$ cat src/rtl/ctlpipe_pkg.sv
package ctlpipe_pkg;
  localparam int REG_W = 16;
  localparam int RC_W  = 2;

  typedef enum logic [RC_W-1:0] {
    RESP_NAK   = 2'b00,
    RESP_BUF   = 2'b01,
    RESP_STALL = 2'b10
  } resp_e;

  localparam int B_RC0    = 0;
  localparam int B_RC1    = 1;
  localparam int B_END    = 2;
  localparam int B_BUSY   = 5;
  localparam int B_TOG    = 6;
  localparam int B_TSET   = 7;
  localparam int B_TCLR   = 8;
  localparam int B_SCLR   = 11;
  localparam int B_SREQ   = 14;
  localparam int B_BUFOK  = 15;

  localparam logic [REG_W-1:0] RST_VAL   = 16'h0040;
  localparam logic [REG_W-1:0] RSVD_MASK = 16'h3618;
  localparam logic [REG_W-1:0] STRB_MASK = 16'h0980;
endpackage

$ cat src/rtl/ctlpipe_resp_sel.sv
module ctlpipe_resp_sel
  import ctlpipe_pkg::*;
#(
  parameter int W = RC_W
) (
  input  logic         clk,
  input  logic         rst,
  input  logic         wr_en,
  input  logic [W-1:0] wr_code,
  input  logic         wr_end,
  output logic [W-1:0] code_q,
  output logic         is_nak,
  output logic [W-1:0] resp_code,
  output logic         end_en
);
  always_ff @(posedge clk) begin
    if (rst) begin
      code_q <= '0;
      end_en <= 1'b0;
    end else if (wr_en) begin
      code_q <= wr_code;
      end_en <= wr_end;
    end
  end

  assign is_nak = (code_q == '0);

  always_comb begin
    if (code_q[W-1])        resp_code = RESP_STALL;
    else if (code_q[0])     resp_code = RESP_BUF;
    else                    resp_code = RESP_NAK;
  end
endmodule

$ cat src/rtl/ctlpipe_toggle.sv
module ctlpipe_toggle #(
  parameter logic RESET_TOG = 1'b1
) (
  input  logic clk,
  input  logic rst,
  input  logic gate_open,
  input  logic wr_en,
  input  logic set_stb,
  input  logic clr_stb,
  input  logic ack,
  output logic tog_q
);
  logic take;
  assign take = wr_en && gate_open && (set_stb || clr_stb);

  always_ff @(posedge clk) begin
    if (rst)       tog_q <= RESET_TOG;
    else if (take) tog_q <= set_stb;
    else if (ack)  tog_q <= ~tog_q;
  end
endmodule

$ cat src/rtl/ctlpipe_setup_req.sv
module ctlpipe_setup_req (
  input  logic clk,
  input  logic rst,
  input  logic wr_en,
  input  logic set_stb,
  input  logic clr_stb,
  input  logic sent,
  output logic req_q
);
  always_ff @(posedge clk) begin
    if (rst)                      req_q <= 1'b0;
    else if (wr_en && clr_stb)    req_q <= 1'b0;
    else if (wr_en && set_stb)    req_q <= 1'b1;
    else if (sent)                req_q <= 1'b0;
  end
endmodule

$ cat src/rtl/ctlpipe_resp_reg.sv
module ctlpipe_resp_reg
  import ctlpipe_pkg::*;
#(
  parameter int DW = REG_W
) (
  input  logic          clk,
  input  logic          rst,
  input  logic          wr_en,
  input  logic [DW-1:0] wr_data,
  output logic [DW-1:0] rd_data,
  input  logic          lnk_busy,
  input  logic          lnk_ack,
  input  logic          lnk_setup_sent,
  input  logic          lnk_buf_ok,
  output logic [1:0]    resp_code,
  output logic          toggle_out,
  output logic          setup_req,
  output logic          xfer_end_en
);
  logic [RC_W-1:0] code_q;
  logic            is_nak;
  logic            busy_q;
  logic            bufok_q;

  ctlpipe_resp_sel #(.W(RC_W)) u_sel (
    .clk      (clk),
    .rst      (rst),
    .wr_en    (wr_en),
    .wr_code  (wr_data[B_RC1:B_RC0]),
    .wr_end   (wr_data[B_END]),
    .code_q   (code_q),
    .is_nak   (is_nak),
    .resp_code(resp_code),
    .end_en   (xfer_end_en)
  );

  ctlpipe_toggle #(.RESET_TOG(RST_VAL[B_TOG])) u_tog (
    .clk      (clk),
    .rst      (rst),
    .gate_open(is_nak),
    .wr_en    (wr_en),
    .set_stb  (wr_data[B_TSET]),
    .clr_stb  (wr_data[B_TCLR]),
    .ack      (lnk_ack),
    .tog_q    (toggle_out)
  );

  ctlpipe_setup_req u_sreq (
    .clk    (clk),
    .rst    (rst),
    .wr_en  (wr_en),
    .set_stb(wr_data[B_SREQ]),
    .clr_stb(wr_data[B_SCLR]),
    .sent   (lnk_setup_sent),
    .req_q  (setup_req)
  );

  always_ff @(posedge clk) begin
    if (rst) begin
      busy_q  <= 1'b0;
      bufok_q <= 1'b0;
    end else begin
      busy_q  <= lnk_busy;
      bufok_q <= lnk_buf_ok;
    end
  end

  logic [DW-1:0] fields;
  always_comb begin
    fields          = '0;
    fields[B_RC1:B_RC0] = code_q;
    fields[B_END]   = xfer_end_en;
    fields[B_BUSY]  = busy_q;
    fields[B_TOG]   = toggle_out;
    fields[B_SREQ]  = setup_req;
    fields[B_BUFOK] = bufok_q;
  end

  for (genvar i = 0; i < DW; i++) begin : g_rd
    if (RSVD_MASK[i] || STRB_MASK[i]) begin : g_zero
      assign rd_data[i] = 1'b0;
    end else begin : g_live
      assign rd_data[i] = fields[i];
    end
  end

  logic unused_wbits;
  assign unused_wbits = ^{wr_data[4:3], wr_data[6:5], wr_data[10:9],
                          wr_data[13:12], wr_data[15], fields & (RSVD_MASK | STRB_MASK)};
endmodule

$ cat config.mk
export PLATFORM = sky130hd
export DESIGN_NAME = ctlpipe_resp_reg
export DESIGN_NICKNAME = d
export VERILOG_FILES = /design/src/rtl/ctlpipe_pkg.sv /design/src/rtl/ctlpipe_resp_sel.sv /design/src/rtl/ctlpipe_toggle.sv /design/src/rtl/ctlpipe_setup_req.sv /design/src/rtl/ctlpipe_resp_reg.sv
export SDC_FILE = /design/constraint.sdc
export NUM_CORES = 1
export LEC_CHECK = 0
export BUFFER_PORTS_ARGS = -buffer_cell sky130_fd_sc_hd__buf_2
export CAP_MARGIN = 20
export CORE_AREA = 4 4 41 43
export DETAILED_ROUTE_END_ITERATION = 6
export DIE_AREA = 0 0 45 47
export HOLD_SLACK_MARGIN = 0.1
export PLACE_DENSITY = 0.71
export SLEW_MARGIN = 20
export SYNTH_ARGS = -nofsm -noshare
export SYNTH_HDL_FRONTEND = slang
export SYNTH_SLANG_ARGS = --single-unit
$ cat constraint.sdc
create_clock -name clk -period 2.9 [get_ports clk]
set_clock_uncertainty 0.15 [all_clocks]
set_input_delay 0.435 -clock clk [delete_from_list [all_inputs] [get_ports clk]]
set_output_delay 0.435 -clock clk [all_outputs]
set_load 0.01 [all_outputs]
==> results of run 1 <==
metrics by stage:
step,total power [W],utilization
2_1_floorplan,0.0001484,-
3_3_place_gp,0.0001514,0.3337
3_5_place_dp,0.0001522,0.3337
4_1_cts,0.0002423,0.3538
5_1_grt,0.0002540,0.3538
6_report,0.0002404,0.3538
final cells by class:
type / instances / area share
Timing Repair Buffer: 25 / 0.2717
Multi-Input combinational cell: 25 / 0.3261
Tap cell: 15 / 0.04076
Sequential cell: 7 / 0.3043
Clock buffer: 4 / 0.05707
registers in the layout (all words and copies together) (netlist names):
register,flops
u_sel.code_q,2
u_sreq.req_q,1
u_tog.tog_q,1
bufok_q,1
busy_q,1
u_sel.end_en,1
kinds of logic (layout without fill, tap and decap cells):
kind of cell,after synthesis,after routing
buffers and inverters,16,29
AND/OR/NAND/NOR,10,10
flip-flops,7,7
multiplexers,3,3
AO/OA/AOI/OAI,2,2
other,1,9
XOR/XNOR,1,1
per-layer routing:
| metal | routed length, µm | GRT usage |
|---|---|---|
| met2 | 376 | 0.08475 |
| met4 | 21 | 0.08772 |
| met3 | 112 | 0.01533 |
| met1 | 257 | 0.06881 |
| met5 | 0 | 0 |
critical path, delay by kind of cell (launching register included):
kind / cells / cell delay (ns)
flip-flops: 1 / 0.38
buffers and inverters: 1 / 0.13
AND/OR/NAND/NOR: 1 / 0.14
power by group through the flow:
stage | registers (W) | logic [W] | clock network [W]
after floorplan | 0.000111 | 0.0000375 | 0
final | 0.000107 | 0.0000432 | 0.0000903
after CTS | 0.000107 | 0.0000435 | 0.0000919
after global routing | 0.000107 | 0.0000474 | 0.0000991
after global placement | 0.000108 | 0.0000429 | 0
after detailed placement | 0.000109 | 0.0000434 | 0
how the worst max path moves through the flow:
stage / endpoint / slack [ns] / cells past startpoint
floorplan: u_tog.tog_q / 1.63 / 3
global placement: u_tog.tog_q / 1.57 / 3
detailed placement: u_tog.tog_q / 1.57 / 3
CTS: resp_code[0] / 1.41 / 2
global route: resp_code[0] / 1.38 / 2
finish: resp_code[0] / 1.41 / 2
cell usage in the layout, fill, tap and decap left out:
| cell | instances |
|---|---|
| a221o_1 | 1 |
| a221oi_1 | 1 |
| buf_2 | 25 |
| clkbuf_1 | 1 |
| clkbuf_4 | 3 |
| conb_1 | 9 |
| dfxtp_1 | 7 |
| mux2i_1 | 3 |
| nand2_1 | 1 |
| nand2b_1 | 1 |
| nand4bb_1 | 1 |
| nor2_1 | 3 |
| nor2b_1 | 3 |
| nor3b_1 | 1 |
| xor2_1 | 1 |
==> results.json, run 1 <==
{
  "worstPathArrival_ns": 0.90,
  "fin_hold_ws_ns": 0.2270,
  "regArea_um2": 140.1,
  "finalCriticalPeriod_ns": 1.485,
  "fp.dieArea_mm2": 0.002115,
  "final_cells": 76,
  "synth.area.mux_share": 0.07818,
  "num_rows": 13,
  "synth_top_area_frac": 0.3648,
  "end_kind": "output port",
  "design.portCount": 44,
  "finalCritPeriodShare": 0.5121,
  "synthAdderAreaFrac": 0,
  "dpl.cell_count": 72,
  "setup_violations": 0,
  "antenna_found_initial": 0,
  "power_density_mw_per_mm2": 522.2,
  "synth-edff-count": 0,
  "synthTopCellsByArea": "dfxtp_1 36%, buf_4 29%, mux2i_1 7.8%",
  "port_buffers": 25,
  "rsz0062_at_grt": "no",
  "nets": 85,
  "synth-seq-cells": 7,
  "status": "complete, no violations",
  "synthDistinctLibCells": 14,
  "drt_iter0_drc": 2,
  "p_sw_frac": 0.2696,
  "crit_type": "reg2out",
  "via_per_inst": 3.816,
  "r2r_start": "u_sel.code_q[1]",
  "hold_viol_final": 0,
  "synthTopCellsByCount": "15 x buf_4, 7 x dfxtp_1, 3 x mux2i_1, 3 x nor2_1, 3 x nor2b_1",
  "hold_buffers": 0,
  "seq_power_share": 0.444,
  "reg2reg_slack_ns": 1.82,
  "fin_ws_ns": 1.415,
  "remaining_drc_errors": 0,
  "maxCapViolations": 0,
  "p_int_w": 0.0001756,
  "die_w_um": 45,
  "max-vdd-ir-drop_uv": 116.6,
  "grt_max_degree": 8,
  "tns_ns": 0,
  "drive_above_1_share": 0.4590,
  "dr.pass1.iters": 2,
  "yosys.area_share.simple": 0.1531,
  "grt_overflow_total": 0,
  "hold_end": "u_sreq.req_q",
  "routabilityCongestion": 0.6072,
  "combPwrFrac": 0.180,
  "critPathSlowestCell": "dfxtp_1",
  "stdcell_area_um2": 460.4,
  "synth_area_leader_cell": "dfxtp_1",
  "synth-compound-area-share": 0.04886,
  "required_ns": 2.32,
  "fillCellCount": 150,
  "wirelength_um": 767,
  "synth_top_family_by_area": "buffers and inverters",
  "worstPathMaxFanout": 5,
  "hp-class": "in2reg",
  "root_buffer": "clkbuf_4",
  "place_hpwl_um": 626.2,
  "clk_latency_ns": 0.26,
  "dpl-instance-area_um2": 434.2,
  "syn_inst": 40,
  "diodes": 0,
  "yosysSeqAreaShare": 0.3648,
  "whs_path_depth": 2,
  "p_leak_nw": 0.2548,
  "die_h_um": 47,
  "core_area_mm2": 0.001301,
  "cts_buffers": 3,
  "ys.flop_type": "dfxtp_1",
  "clk_pin_slew_ns": 0.05,
  "post-synth-top-count-cell": "buf_4",
  "via_count": 290,
  "crit_start": "u_sel.code_q[0]",
  "rr_worst_depth": 2,
  "min-delay-start": "wr_data[11]",
  "clockBufferDepth": 2,
  "cts_sinks": 7,
  "grt_first_pass_wirelength_um": 917,
  "wire_per_inst_um": 10.09,
  "post_cts_buffers": 0,
  "slew_viol_final": 0,
  "area_delta_synth_final_pct": 19.87,
  "slowest_delay_ns": 0.38,
  "grt_pass1_vias": 220,
  "path_cells": "nor2b_1 > buf_2",
  "start_util": 0.2952,
  "multiInputGateArea_um2": 150.1,
  "synth-async-reset-ratio": 0,
  "yosysWarnings": 0,
  "syn_avg_cell_area_um2": 9.603,
  "cts_tree": "done",
  "power_switching_w": 0.00006482,
  "max_freq_mhz": 673.3,
  "synth-xor-area-share": 0.02280,
  "pre_cts_ws_ns": 1.566,
  "htree_num_levels": 1,
  "grt_usage": 0.06260,
  "ctsResizeCount": 0,
  "p_clk_frac": 0.376,
  "syn_area_um2": 384.1,
  "postRouteAntennaNets": 0,
  "r2r-end": "u_tog.tog_q",
  "worstSetupStartpointType": "flop"
}
(Power assumes the default switching activity.)
==> run 2, diff against run 1 <==
Settings changed: CORE_AREA 4 4 41 43 to not set, CORE_MARGIN set to 4, CORE_UTILIZATION set to 28, DIE_AREA 0 0 45 47 to not set, PLACE_DENSITY 0.71 to 0.72.
Clock period 2.9 ns to 1.35 ns, I/O delays scaled along.
==> run 2 against run 1 <==
Against the previous run: global-route usage up 1.0 points; sequential share of layout area is 5.4 points lower; worst hold slack worse by 0.11 ns; non-clock buffer count rose by 10; cell area up 22%; routed wire length grew 14%; via count up 20%; die area shrank 4.1%.
==> results.json, run 2 (synthesis gave the netlist of run 1 again) <==
{
  "rsz0062_at_grt": "no",
  "start_util": 0.2952,
  "path_cells": "nor2b_1 > buf_2",
  "regMostFlops": "u_sel.code_q",
  "wire_per_inst_um": 10.14,
  "grt_usage": 0.07271,
  "remaining_drc_errors": 0,
  "clk_latency_ns": 0.25,
  "required_ns": 1.00,
  "layout_common_cells": "25 x buf_2, 10 x dlygate4sd3_1, 9 x conb_1",
  "slew_viol_final": 0,
  "wirelength_um": 872,
  "crit_family": "flip-flops",
  "fillCellCount": 138,
  "cts_buffers": 3,
  "status": "complete, no violations",
  "cts_sinks": 7,
  "seq_power_share": 0.426,
  "drive_above_1_share": 0.3944,
  "power_switching_w": 0.0001419,
  "grt_pass1_vias": 274,
  "critPathSlowestCell": "dfxtp_1",
  "largest_register_ffs": 2,
  "antenna_found_initial": 0,
  "root_buffer": "clkbuf_4",
  "tns_ns": 0,
  "die_h_um": 45.04,
  "p_sw_frac": 0.2639,
  "p_leak_nw": 0.2966,
  "worstSetupStartpointType": "flop",
  "diodes": 0,
  "p_clk_frac": 0.356,
  "die_w_um": 45.04,
  "finalCritPeriodShare": 0.9245,
  "max-vdd-ir-drop_uv": 278.8,
  "total_power_w": 0.0005379,
  "drt_iter0_drc": 1,
  "maxCapViolations": 0,
  "grt_first_pass_wirelength_mm": 1.048,
  "setup_violations": 0,
  "power_density_mw_per_mm2": 959.5,
  "max_freq_mhz": 801.2,
  "core_area_mm2": 0.001301,
  "area_delta_synth_final_pct": 45.93,
  "worstPathArrival_ns": 0.90,
  "slowest_delay_ns": 0.38,
  "combPwrFrac": 0.217,
  "postRouteAntennaNets": 0,
  "ctsResizeCount": 0,
  "clockBufferDepth": 2,
  "p_int_w": 0.0003959,
  "cts_tree": "done",
  "routabilityCongestion": 0.5660,
  "nets": 95,
  "hp-class": "in2reg",
  "grt_overflow_total": 0,
  "via_per_inst": 4.035,
  "port_buffers": 25,
  "worstPathMaxFanout": 5,
  "place_hpwl_um": 586.4,
  "htree_num_levels": 1,
  "hold_viol_final": 0,
  "crit_type": "reg2out",
  "end_kind": "output port",
  "fp.dieArea_mm2": 0.002029,
  "grt_max_degree": 8,
  "dr.pass1.iters": 2,
  "design.portCount": 44,
  "dpl.cell_count": 72,
  "post_cts_buffers": 0,
  "via_count": 347,
  "final_cells": 86,
  "path_buf_inv": 1,
  "num_rows": 13,
  "layout_commonest_cell": "buf_2",
  "finalCriticalPeriod_ns": 1.248,
  "clk_pin_slew_ns": 0.05
}
-- run 2: per-layer routing --
layer  vias up  track usage  part of all wire
li1        169            -                 -
met1       158      0.07264              0.38
met2        20       0.1328              0.53
met3         0            0             0.092
met4         0      0.07018                 0
met5         -            0                 0
-- run 2: area by class of cell --
class | count | area [µm²] | share of cell area
Clock buffer | 4 | 26.28 | 0.04687
Multi-Input combinational cell | 25 | 150.1 | 0.2679
Sequential cell | 7 | 140.1 | 0.2500
Tap cell | 15 | 18.77 | 0.03348
Timing Repair Buffer | 35 | 225.2 | 0.4018
-- run 2: worst paths after layout --
path	start	slack, ns	end	cells after the start
worst max register to register	u_sel.code_q[1]	0.27	u_tog.tog_q	2
worst min register to register	u_sreq.req_q	0.35	u_sreq.req_q	2
worst max-delay path	u_sel.code_q[0]	0.10	resp_code[0]	2
worst min-delay path	wr_data[8]	0.12	u_tog.tog_q	3
-- run 2: power groups by stage --
stage / logic (W) / registers (W) / clock network [W]
6_report: 0.000117 / 0.000229 / 0.000192
3_5_place_dp: 0.0000935 / 0.000234 / 0
5_1_grt: 0.000126 / 0.000231 / 0.000211
2_1_floorplan: 0.0000805 / 0.000238 / 0
4_1_cts: 0.000116 / 0.000229 / 0.000196
3_3_place_gp: 0.0000918 / 0.000233 / 0
-- run 2: worst register-to-register path, cell delays in order, from the launching register on --
cell,delay (ns)
dfxtp_1,0.34
nand4bb_1,0.19
a221o_1,0.29
-- run 2: metrics by stage --
step	hold slack (ns)	setup WS [ns]	utilization	area [µm²]
after floorplan	0.1241	0.2584	-	414.1
after global routing	0.1418	0.03473	0.4308	560.5
final	0.1216	0.1019	0.4308	560.5
after detailed placement	0.2571	0.2441	0.3337	434.2
after global placement	0.2547	0.2448	0.3337	434.2
after CTS	0.1213	0.09234	0.4308	560.5
-- run 2: what timing repair did --
action | 4_1_cts | 5_1_grt
setup endpoints to repair | 0 | 0
hold endpoints to repair | 7 | 0
hold buffers | 10 | 0
